`src/rtl/tlb_lock_pkg.sv`:
```
package tlb_lock_pkg;

  localparam int WORD_W   = 32;
  localparam int PAGE_LSB = 12;
  localparam int PAGE_W   = WORD_W - PAGE_LSB;
  localparam int ASID_W   = 8;

  // Staging word field positions (software visible)
  localparam int VW_GLOBAL   = 9;
  localparam int PW_NSA      = 9;
  localparam int PW_NSENTRY  = 8;
  localparam int PW_SIZE_HI  = 7;
  localparam int PW_SIZE_LO  = 6;

  typedef enum logic [1:0] {
    SZ_16M = 2'b00,
    SZ_4K  = 2'b01,
    SZ_64K = 2'b10,
    SZ_1M  = 2'b11
  } region_size_e;

  typedef struct packed {
    logic [PAGE_W-1:0] vpn;
    logic              global_en;
    logic [ASID_W-1:0] asid;
    logic [PAGE_W-1:0] ppn;
    logic              nsa;
    logic              nonsec_entry;
    region_size_e      size;
  } tlb_entry_t;

  // Mask over the page-number bits that take part in the compare
  function automatic logic [PAGE_W-1:0] page_mask(region_size_e s);
    logic [PAGE_W-1:0] m;
    case (s)
      SZ_16M:  m = {{8{1'b1}},  {12{1'b0}}};
      SZ_64K:  m = {{16{1'b1}}, {4{1'b0}}};
      SZ_1M:   m = {{12{1'b1}}, {8{1'b0}}};
      default: m = {PAGE_W{1'b1}};
    endcase
    return m;
  endfunction

endpackage

```
`src/rtl/tlb_stage_regs.sv`:
```
module tlb_stage_regs
  import tlb_lock_pkg::*;
(
  input  logic              clk,
  input  logic              rst,
  input  logic              va_we,
  input  logic [WORD_W-1:0] va_wdata,
  input  logic              pa_we,
  input  logic [WORD_W-1:0] pa_wdata,
  output tlb_entry_t        staged
);

  logic [PAGE_W-1:0] vpn_q;
  logic              glob_q;
  logic [ASID_W-1:0] asid_q;
  logic [PAGE_W-1:0] ppn_q;
  logic              nsa_q;
  logic              nse_q;
  region_size_e      size_q;

  always_ff @(posedge clk) begin
    if (rst) begin
      vpn_q  <= '0;
      glob_q <= 1'b0;
      asid_q <= '0;
    end else if (va_we) begin
      vpn_q  <= va_wdata[WORD_W-1:PAGE_LSB];
      glob_q <= va_wdata[VW_GLOBAL];
      asid_q <= va_wdata[ASID_W-1:0];
    end
  end

  always_ff @(posedge clk) begin
    if (rst) begin
      ppn_q  <= '0;
      nsa_q  <= 1'b0;
      nse_q  <= 1'b0;
      size_q <= SZ_16M;
    end else if (pa_we) begin
      ppn_q  <= pa_wdata[WORD_W-1:PAGE_LSB];
      // a non-secure entry can only reach non-secure memory
      nsa_q  <= pa_wdata[PW_NSA] | pa_wdata[PW_NSENTRY];
      nse_q  <= pa_wdata[PW_NSENTRY];
      size_q <= region_size_e'(pa_wdata[PW_SIZE_HI:PW_SIZE_LO]);
    end
  end

  always_comb begin
    staged.vpn          = vpn_q;
    staged.global_en    = glob_q;
    staged.asid         = asid_q;
    staged.ppn          = ppn_q;
    staged.nsa          = nsa_q;
    staged.nonsec_entry = nse_q;
    staged.size         = size_q;
  end

  logic unused_stage_bits;
  assign unused_stage_bits = ^{va_wdata[11:10], va_wdata[8],
                               pa_wdata[11:10], pa_wdata[5:0]};

endmodule

```
`src/rtl/tlb_slot_store.sv`:
```
module tlb_slot_store
  import tlb_lock_pkg::*;
#(
  parameter int N_SLOTS = 8,
  parameter int SLOT_W  = $clog2(N_SLOTS)
) (
  input  logic                    clk,
  input  logic                    rst,
  input  logic                    commit_en,
  input  logic [SLOT_W-1:0]       commit_slot,
  input  tlb_entry_t              entry_in,
  input  logic [N_SLOTS-1:0]      inval_mask,
  output tlb_entry_t [N_SLOTS-1:0] entries,
  output logic [N_SLOTS-1:0]      valid
);

  for (genvar s = 0; s < N_SLOTS; s++) begin : g_slot
    logic       wr_hit;
    tlb_entry_t data_q;
    logic       valid_q;

    assign wr_hit = commit_en && (commit_slot == SLOT_W'(s));

    // entry contents carry no reset so the array maps onto plain storage
    always_ff @(posedge clk) begin
      if (wr_hit) data_q <= entry_in;
    end

    always_ff @(posedge clk) begin
      if (rst)                valid_q <= 1'b0;
      else if (inval_mask[s]) valid_q <= 1'b0;
      else if (wr_hit)        valid_q <= 1'b1;
    end

    assign entries[s] = data_q;
    assign valid[s]   = valid_q;
  end

endmodule

```
`src/rtl/tlb_match_unit.sv`:
```
module tlb_match_unit
  import tlb_lock_pkg::*;
(
  input  tlb_entry_t        entry,
  input  logic              valid,
  input  logic [WORD_W-1:0] lk_va,
  input  logic [ASID_W-1:0] lk_asid,
  input  logic              lk_nonsec,
  output logic              match
);

  logic [PAGE_W-1:0] mask;
  logic              page_eq;
  logic              asid_ok;
  logic              sec_ok;

  always_comb begin
    mask    = page_mask(entry.size);
    page_eq = ((lk_va[WORD_W-1:PAGE_LSB] ^ entry.vpn) & mask) == '0;
    asid_ok = entry.global_en || (entry.asid == lk_asid);
    sec_ok  = (entry.nonsec_entry == lk_nonsec);
    match   = valid && page_eq && asid_ok && sec_ok;
  end

  logic unused_match_bits;
  assign unused_match_bits = ^{entry.ppn, entry.nsa};

endmodule

```
`src/rtl/tlb_hit_select.sv`:
```
module tlb_hit_select
  import tlb_lock_pkg::*;
#(
  parameter int N_SLOTS = 8,
  parameter int SLOT_W  = $clog2(N_SLOTS),
  parameter int CNT_W   = $clog2(N_SLOTS + 1)
) (
  input  logic [N_SLOTS-1:0]       match,
  input  tlb_entry_t [N_SLOTS-1:0] entries,
  input  logic [WORD_W-1:0]        lk_va,
  output logic                     hit,
  output logic [WORD_W-1:0]        hit_pa,
  output logic                     hit_nsa,
  output logic                     multi_hit
);

  logic [SLOT_W-1:0] sel;
  logic [CNT_W-1:0]  n_match;
  tlb_entry_t        win;
  logic [PAGE_W-1:0] mask;

  always_comb begin
    sel = '0;
    hit = 1'b0;
    for (int i = N_SLOTS - 1; i >= 0; i--) begin
      if (match[i]) begin
        sel = SLOT_W'(i);
        hit = 1'b1;
      end
    end
  end

  always_comb begin
    n_match = '0;
    for (int i = 0; i < N_SLOTS; i++) n_match = n_match + CNT_W'(match[i]);
  end

  always_comb begin
    win       = entries[sel];
    mask      = page_mask(win.size);
    multi_hit = (n_match > CNT_W'(1));
    if (hit) begin
      hit_pa  = {(win.ppn & mask) | (lk_va[WORD_W-1:PAGE_LSB] & ~mask),
                 lk_va[PAGE_LSB-1:0]};
      hit_nsa = win.nsa;
    end else begin
      hit_pa  = '0;
      hit_nsa = 1'b0;
    end
  end

endmodule

```
`src/rtl/tlb_lock_array.sv`:
```
module tlb_lock_array
  import tlb_lock_pkg::*;
#(
  parameter int N_SLOTS = 8,
  parameter int SLOT_W  = $clog2(N_SLOTS)
) (
  input  logic               clk,
  input  logic               rst,
  input  logic               stage_va_we,
  input  logic [31:0]        stage_va_wdata,
  input  logic               stage_pa_we,
  input  logic [31:0]        stage_pa_wdata,
  input  logic               commit_en,
  input  logic [SLOT_W-1:0]  commit_slot,
  input  logic [N_SLOTS-1:0] inval_mask,
  input  logic [31:0]        lk_va,
  input  logic [7:0]         lk_asid,
  input  logic               lk_nonsec,
  output logic               hit,
  output logic [31:0]        hit_pa,
  output logic               hit_nsa,
  output logic               multi_hit
);

  tlb_entry_t                staged;
  tlb_entry_t [N_SLOTS-1:0]  entries;
  logic [N_SLOTS-1:0]        slot_valid;
  logic [N_SLOTS-1:0]        slot_match;

  tlb_stage_regs u_stage (
    .clk      (clk),
    .rst      (rst),
    .va_we    (stage_va_we),
    .va_wdata (stage_va_wdata),
    .pa_we    (stage_pa_we),
    .pa_wdata (stage_pa_wdata),
    .staged   (staged)
  );

  tlb_slot_store #(.N_SLOTS(N_SLOTS), .SLOT_W(SLOT_W)) u_store (
    .clk         (clk),
    .rst         (rst),
    .commit_en   (commit_en),
    .commit_slot (commit_slot),
    .entry_in    (staged),
    .inval_mask  (inval_mask),
    .entries     (entries),
    .valid       (slot_valid)
  );

  for (genvar s = 0; s < N_SLOTS; s++) begin : g_cmp
    tlb_match_unit u_match (
      .entry     (entries[s]),
      .valid     (slot_valid[s]),
      .lk_va     (lk_va),
      .lk_asid   (lk_asid),
      .lk_nonsec (lk_nonsec),
      .match     (slot_match[s])
    );
  end

  tlb_hit_select #(.N_SLOTS(N_SLOTS), .SLOT_W(SLOT_W)) u_sel (
    .match     (slot_match),
    .entries   (entries),
    .lk_va     (lk_va),
    .hit       (hit),
    .hit_pa    (hit_pa),
    .hit_nsa   (hit_nsa),
    .multi_hit (multi_hit)
  );

endmodule

```
`config.mk`:
```
export PLATFORM = sky130hd
export DESIGN_NAME = tlb_lock_array
export DESIGN_NICKNAME = d
export VERILOG_FILES = /design/src/rtl/tlb_lock_pkg.sv /design/src/rtl/tlb_stage_regs.sv /design/src/rtl/tlb_slot_store.sv /design/src/rtl/tlb_match_unit.sv /design/src/rtl/tlb_hit_select.sv /design/src/rtl/tlb_lock_array.sv
export SDC_FILE = /design/constraint.sdc
export NUM_CORES = 1
export LEC_CHECK = 0
export BUFFER_PORTS_ARGS = -buffer_cell sky130_fd_sc_hd__buf_2
export CORE_MARGIN = 4
export CORE_UTILIZATION = 65
export DETAILED_ROUTE_END_ITERATION = 8
export MAX_ROUTING_LAYER = met4
export PLACE_DENSITY = 0.86
export RECOVER_POWER = 25
export SYNTH_ARGS = -nofsm -noshare
export SYNTH_HDL_FRONTEND = slang
export SYNTH_HIERARCHICAL = 1
export SYNTH_SLANG_ARGS = --single-unit
```
`constraint.sdc`:
```
create_clock -name clk -period 12.25 [get_ports clk]
set_clock_uncertainty 0.05 [all_clocks]
set_input_delay 2.45 -clock clk [delete_from_list [all_inputs] [get_ports clk]]
set_output_delay 2.45 -clock clk [all_outputs]
set_load 0.005 [all_outputs]
```
==> insert_results.sql <==
INSERT INTO impl_metrics (metric_group, metric, value, unit) VALUES
('outcome', 'run_status', 'complete, no violations', ''),
('pwr', 'powerDensity', '154', 'nW/um2'),
('yosys', 'post_synth_inst_count', '1313', ''),
('timing', 'maxSlewHeadroom', '13.5', '%'),
('drt', 'remaining_drc_errors', '0', ''),
('cts', 'cts.hold.buffers_added', '0', ''),
('timing', 'final_setup_violating_endpoints', '0', ''),
('cts', 'clkLatencyLatePin', '0.55', 'ns'),
('yosys', 'synth_sequential_area_ratio', '68.7', '%'),
('finish', 'area_growth_syn_to_layout', '13.3', '%'),
('drt', 'route.vias.total', '12000', ''),
('finish', 'final.fill_count', '1767', ''),
('placed_design', 'place.detailed.hpwl', '28.0', 'mm'),
('yosys', 'synth_enable_flop_cells', '424', ''),
('finish', 'multi_input_comb_area', '5930', 'um2'),
('global_route', 'grt_max_degree', '62', ''),
('drt', 'detail_route.vias_per_cell', '6.30', ''),
('timing', 'hold_slack', '0.422', 'ns'),
('global_route', 'grtUsageTotal', '28.1', '%'),
('pwr', 'leakage', '8.26', 'nW'),
('yosys', 'net_count_of_the_mapped_netlist', '1459', ''),
('cts', 'deepest_clock_path_buffer_count', '3', ''),
('setup_path', 'r2r_cells', '2', ''),
('drt', 'drtAntennaViolNets', '0', ''),
('setup_path', 'timing.setup.critical_path_class', 'input port to output pin', ''),
('global_route', 'grt_antenna_before_repair', '0', ''),
('yosys', 'yosysWarnings', '6', ''),
('yosys', 'combinational_family_with_the_most_area_after_synthesis', 'XOR/XNOR gates', ''),
('timing', 'slew_viol_final', '0', ''),
('timing', 'tightestPinTransition', '1.29', 'ns'),
('setup_path', 'critical_path_arrival', '8.17', 'ns'),
('finish', 'final_layout_size_suffix_gt1_share', '20.7', '%'),
('timing', 'rsz0062_at_grt', 'false', ''),
('yosys', 'yosys.area_share.simple', '7.33', '%'),
('drt', 'totalWireLength', '46.7', 'mm'),
('timing', 'clock.fmax', '93.7', 'MHz'),
('timing', 'period_utilisation_layout', '87.1', '%'),
('floorplanning', 'boundaryPins', '156', ''),
('floorplanning', 'die_height', '185', 'um'),
('drt', 'initialDrtViolationCount', '1323', ''),
('placed_design', 'io_buffer_count', '144', ''),
('setup_path', 'setup.worst_path.end_class', 'output pin', ''),
('floorplanning', 'design.die.area', '34100', 'um2'),
('drt', 'drt-wirelength-per-cell', '24.5', 'um'),
('floorplanning', 'floorplan.initialDensity', '66.2', '%'),
('finish', 'ff_latch_area', '14000', 'um2'),
('global_route', 'grt.overflow.total', '0', ''),
('cts', 'clock_tree_from_tritoncts', 'yes', ''),
('yosys', 'synth-xor-area-share', '10.0', '%'),
('floorplanning', 'placementRows', '64', ''),
('yosys', 'synth-adder-area-share', '1.69', '%'),
('yosys', 'synth-seq-cells', '485', ''),
('cts', 'max_h_tree_level', '2', ''),
('worst_hold_path', 'timing.hold.worst.class', 'flip-flop to flip-flop', ''),
('global_route', 'grt_first_pass_wirelength', '70.0', 'mm'),
('placed_design', 'gpl.final_weighted_congestion', '0.838', ''),
('pwr', 'power.ir.vdd_worst', '129', 'uV'),
('timing', 'setup_tns', '0', 'ns'),
('cts', 'post_cts_buffers', '0', ''),
('yosys', 'synth-async-reset-ratio', '0', '%'),
('yosys', 'muxShareOfSynthArea', '3.20', '%'),
('cts', 'clock_sinks', '485', ''),
('worst_hold_path', 'hold_depth', '1', ''),
('cts', 'clk_pin_slew_worst_paths', '0.06', 'ns'),
('setup_path', 'timing.critical_path.required', '9.75', 'ns'),
('finish', 'final_cells', '1904', ''),
('timing', 'hold_violations', '0', ''),
('timing', 'final.min_clock_period', '10.67', 'ns'),
('yosys', 'synth_top_flop_cell', 'sky130_fd_sc_hd__edfxtp_1', ''),
('yosys', 'compound_cell_area_share_of_the_yosys_netlist', '6.72', '%'),
('setup_path', 'worstSetupStartpointType', 'input port', ''),
('global_route', 'grt_pass1_vias', '12000', ''),
('run', 'cap_viol_max_count', '0', ''),
('cts', 'post_cts_resized', '0', ''),
('finish', 'net_count_reported_at_finish', '1614', ''),
('floorplanning', 'core_area', '30700', 'um2'),
('yosys', 'synth_cell_area', '20300', 'um2'),
('setup_path', 'timing.critical_path.fanout_max', '14', ''),
('placed_design', 'place.detailed.instances', '1814', ''),
('finish', 'diodes', '0', ''),
('drt', 'detailed_routing_iterations_pass_1', '6', ''),
('yosys', 'avgSynthCellArea', '15.5', 'um2'),
('cts', 'ctsRootBufferMaster', 'sky130_fd_sc_hd__clkbuf_16', ''),
('yosys', 'synth.lib_cells_used.distinct', '56', ''),
('floorplanning', 'dieWidth', '185', 'um'),
('cts', 'tritoncts.num_buffers', '48', '');
## layout by cell type, fill, tap and decap left out, types with 21 or more instances in the layout
cell / n
sky130_fd_sc_hd__inv_1: 36
sky130_fd_sc_hd__nor2_1: 62
sky130_fd_sc_hd__o221ai_1: 24
sky130_fd_sc_hd__dfxtp_1: 61
sky130_fd_sc_hd__mux2i_1: 65
sky130_fd_sc_hd__nand2_1: 78
sky130_fd_sc_hd__edfxtp_1: 424
sky130_fd_sc_hd__nor4_2: 23
sky130_fd_sc_hd__ha_1: 21
sky130_fd_sc_hd__xor2_1: 192
sky130_fd_sc_hd__a31oi_1: 23
sky130_fd_sc_hd__clkbuf_16: 49
sky130_fd_sc_hd__xnor2_1: 40
sky130_fd_sc_hd__buf_2: 144
## kinds of logic (layout without fill, tap and decap cells)
kind of cell | after synthesis | after routing
mux | 65 | 65
simple gates | 257 | 257
fa+ha+maj | 25 | 25
buf+inv | 93 | 288
xor+xnor | 232 | 232
flops | 485 | 485
compound gates | 156 | 156
## per-layer routing
metal | share of wire, % | track usage (%) | routed length [um] | vias to the layer above
met1 | 37 | 37.2 | 17500 | 5918
met5 | 0 | - | 0 | -
met2 | 50 | 45.7 | 23400 | 707
met3 | 9.3 | 3.91 | 4320 | 134
met4 | 3.1 | 9.34 | 1430 | 0
li1 | - | - | - | 5239
## critical path, stage by stage
cell                       delay [ns]
sky130_fd_sc_hd__buf_2           0.34
sky130_fd_sc_hd__xor2_1          0.15
sky130_fd_sc_hd__o41ai_2         0.38
sky130_fd_sc_hd__nand2_1         0.16
sky130_fd_sc_hd__nor4_2          0.68
sky130_fd_sc_hd__nor2b_1         1.01
sky130_fd_sc_hd__nor2_1          0.18
sky130_fd_sc_hd__buf_4           0.25
sky130_fd_sc_hd__nand2_1         0.44
sky130_fd_sc_hd__a211o_1         0.23
sky130_fd_sc_hd__a32oi_1         0.15
sky130_fd_sc_hd__ha_1            0.62
sky130_fd_sc_hd__nor3b_2         0.42
sky130_fd_sc_hd__o221ai_1        0.20
sky130_fd_sc_hd__a31oi_1         0.21
sky130_fd_sc_hd__a221o_1         0.15
sky130_fd_sc_hd__buf_2           0.11
## power by group
group / internal [mW] / leakage [nW] / switching [mW]
logic: 0.0570 / 3.16 / 0.0986
registers: 1.85 / 4.27 / 0.0370
clock network: 0.911 / 0.830 / 0.603
total: 2.81 / 8.26 / 0.738
## final timing paths
| path | start | endpoint | slack (ns) |
|---|---|---|---|
| min reg2reg | u_store/g_slot[4].valid_q | u_store/g_slot[4].valid_q | 0.42 |
| max | lk_va[14] | hit_pa[19] | 1.58 |
| max reg2reg | u_stage/nse_q | u_stage/nse_q | 11.21 |
| min | u_store/g_slot[4].valid_q | u_store/g_slot[4].valid_q | 0.42 |
## metrics by stage
stage,worst slack (ns),power (mW),utilization [%],instance area [um2]
after global routing,1.27,3.65,75.0,23000
final,1.58,3.55,75.0,23000
after global placement,1.98,2.06,69.6,21400
after CTS,1.72,3.57,75.0,23000
after floorplan,3.74,1.99,-,20300
after detailed placement,1.72,2.07,69.6,21400
## final cells by class
cell class / instances / share of cell area [%]
sequential: 485 / 60.6
multi-input combinational: 735 / 25.8
clock buffer: 64 / 5.92
timing repair buffer: 159 / 3.62
tap: 396 / 2.15
clock inverter: 26 / 1.28
inverter: 39 / 0.636
## registers in the layout, summed over array words and instances, names as in the netlist
| name | cells |
|---|---|
| u_stage/glob_q | 1 |
| u_stage/size_q | 2 |
| u_store/g_slot.valid_q | 8 |
| u_stage/asid_q | 8 |
| u_stage/nsa_q | 1 |
| u_store/entries | 424 |
| u_stage/vpn_q | 20 |
| u_stage/nse_q | 1 |
| u_stage/ppn_q | 20 |
## Yosys cell counts, types with 4 or more instances
library cell | count | area share [%]
sky130_fd_sc_hd__a211o_1 | 14 | 0.60
sky130_fd_sc_hd__a21oi_1 | 9 | 0.22
sky130_fd_sc_hd__a221o_1 | 8 | 0.39
sky130_fd_sc_hd__a221oi_1 | 4 | 0.17
sky130_fd_sc_hd__a22oi_1 | 9 | 0.33
sky130_fd_sc_hd__a311o_1 | 4 | 0.20
sky130_fd_sc_hd__a31o_2 | 10 | 0.43
sky130_fd_sc_hd__a31oi_1 | 23 | 0.71
sky130_fd_sc_hd__a41oi_1 | 9 | 0.39
sky130_fd_sc_hd__and2_1 | 12 | 0.37
sky130_fd_sc_hd__and3_1 | 13 | 0.40
sky130_fd_sc_hd__buf_2 | 10 | 0.25
sky130_fd_sc_hd__buf_4 | 13 | 0.48
sky130_fd_sc_hd__buf_6 | 7 | 0.39
sky130_fd_sc_hd__clkbuf_1 | 23 | 0.43
sky130_fd_sc_hd__dfxtp_1 | 61 | 6.0
sky130_fd_sc_hd__edfxtp_1 | 424 | 63
sky130_fd_sc_hd__fa_1 | 4 | 0.39
sky130_fd_sc_hd__ha_1 | 21 | 1.3
sky130_fd_sc_hd__inv_1 | 39 | 0.72
sky130_fd_sc_hd__mux2i_1 | 65 | 3.2
sky130_fd_sc_hd__nand2_1 | 78 | 1.4
sky130_fd_sc_hd__nand2b_1 | 9 | 0.28
sky130_fd_sc_hd__nand3_1 | 11 | 0.27
sky130_fd_sc_hd__nand4_1 | 8 | 0.25
sky130_fd_sc_hd__nor2_1 | 63 | 1.2
sky130_fd_sc_hd__nor4_1 | 17 | 0.52
sky130_fd_sc_hd__nor4_2 | 24 | 1.5
sky130_fd_sc_hd__o21a_1 | 4 | 0.15
sky130_fd_sc_hd__o21ai_0 | 10 | 0.25
sky130_fd_sc_hd__o221ai_1 | 24 | 1.0
sky130_fd_sc_hd__o41ai_2 | 16 | 1.3
sky130_fd_sc_hd__xnor2_1 | 40 | 1.7
sky130_fd_sc_hd__xor2_1 | 192 | 8.3
Note: power is estimated with default switching activity, not from simulation.
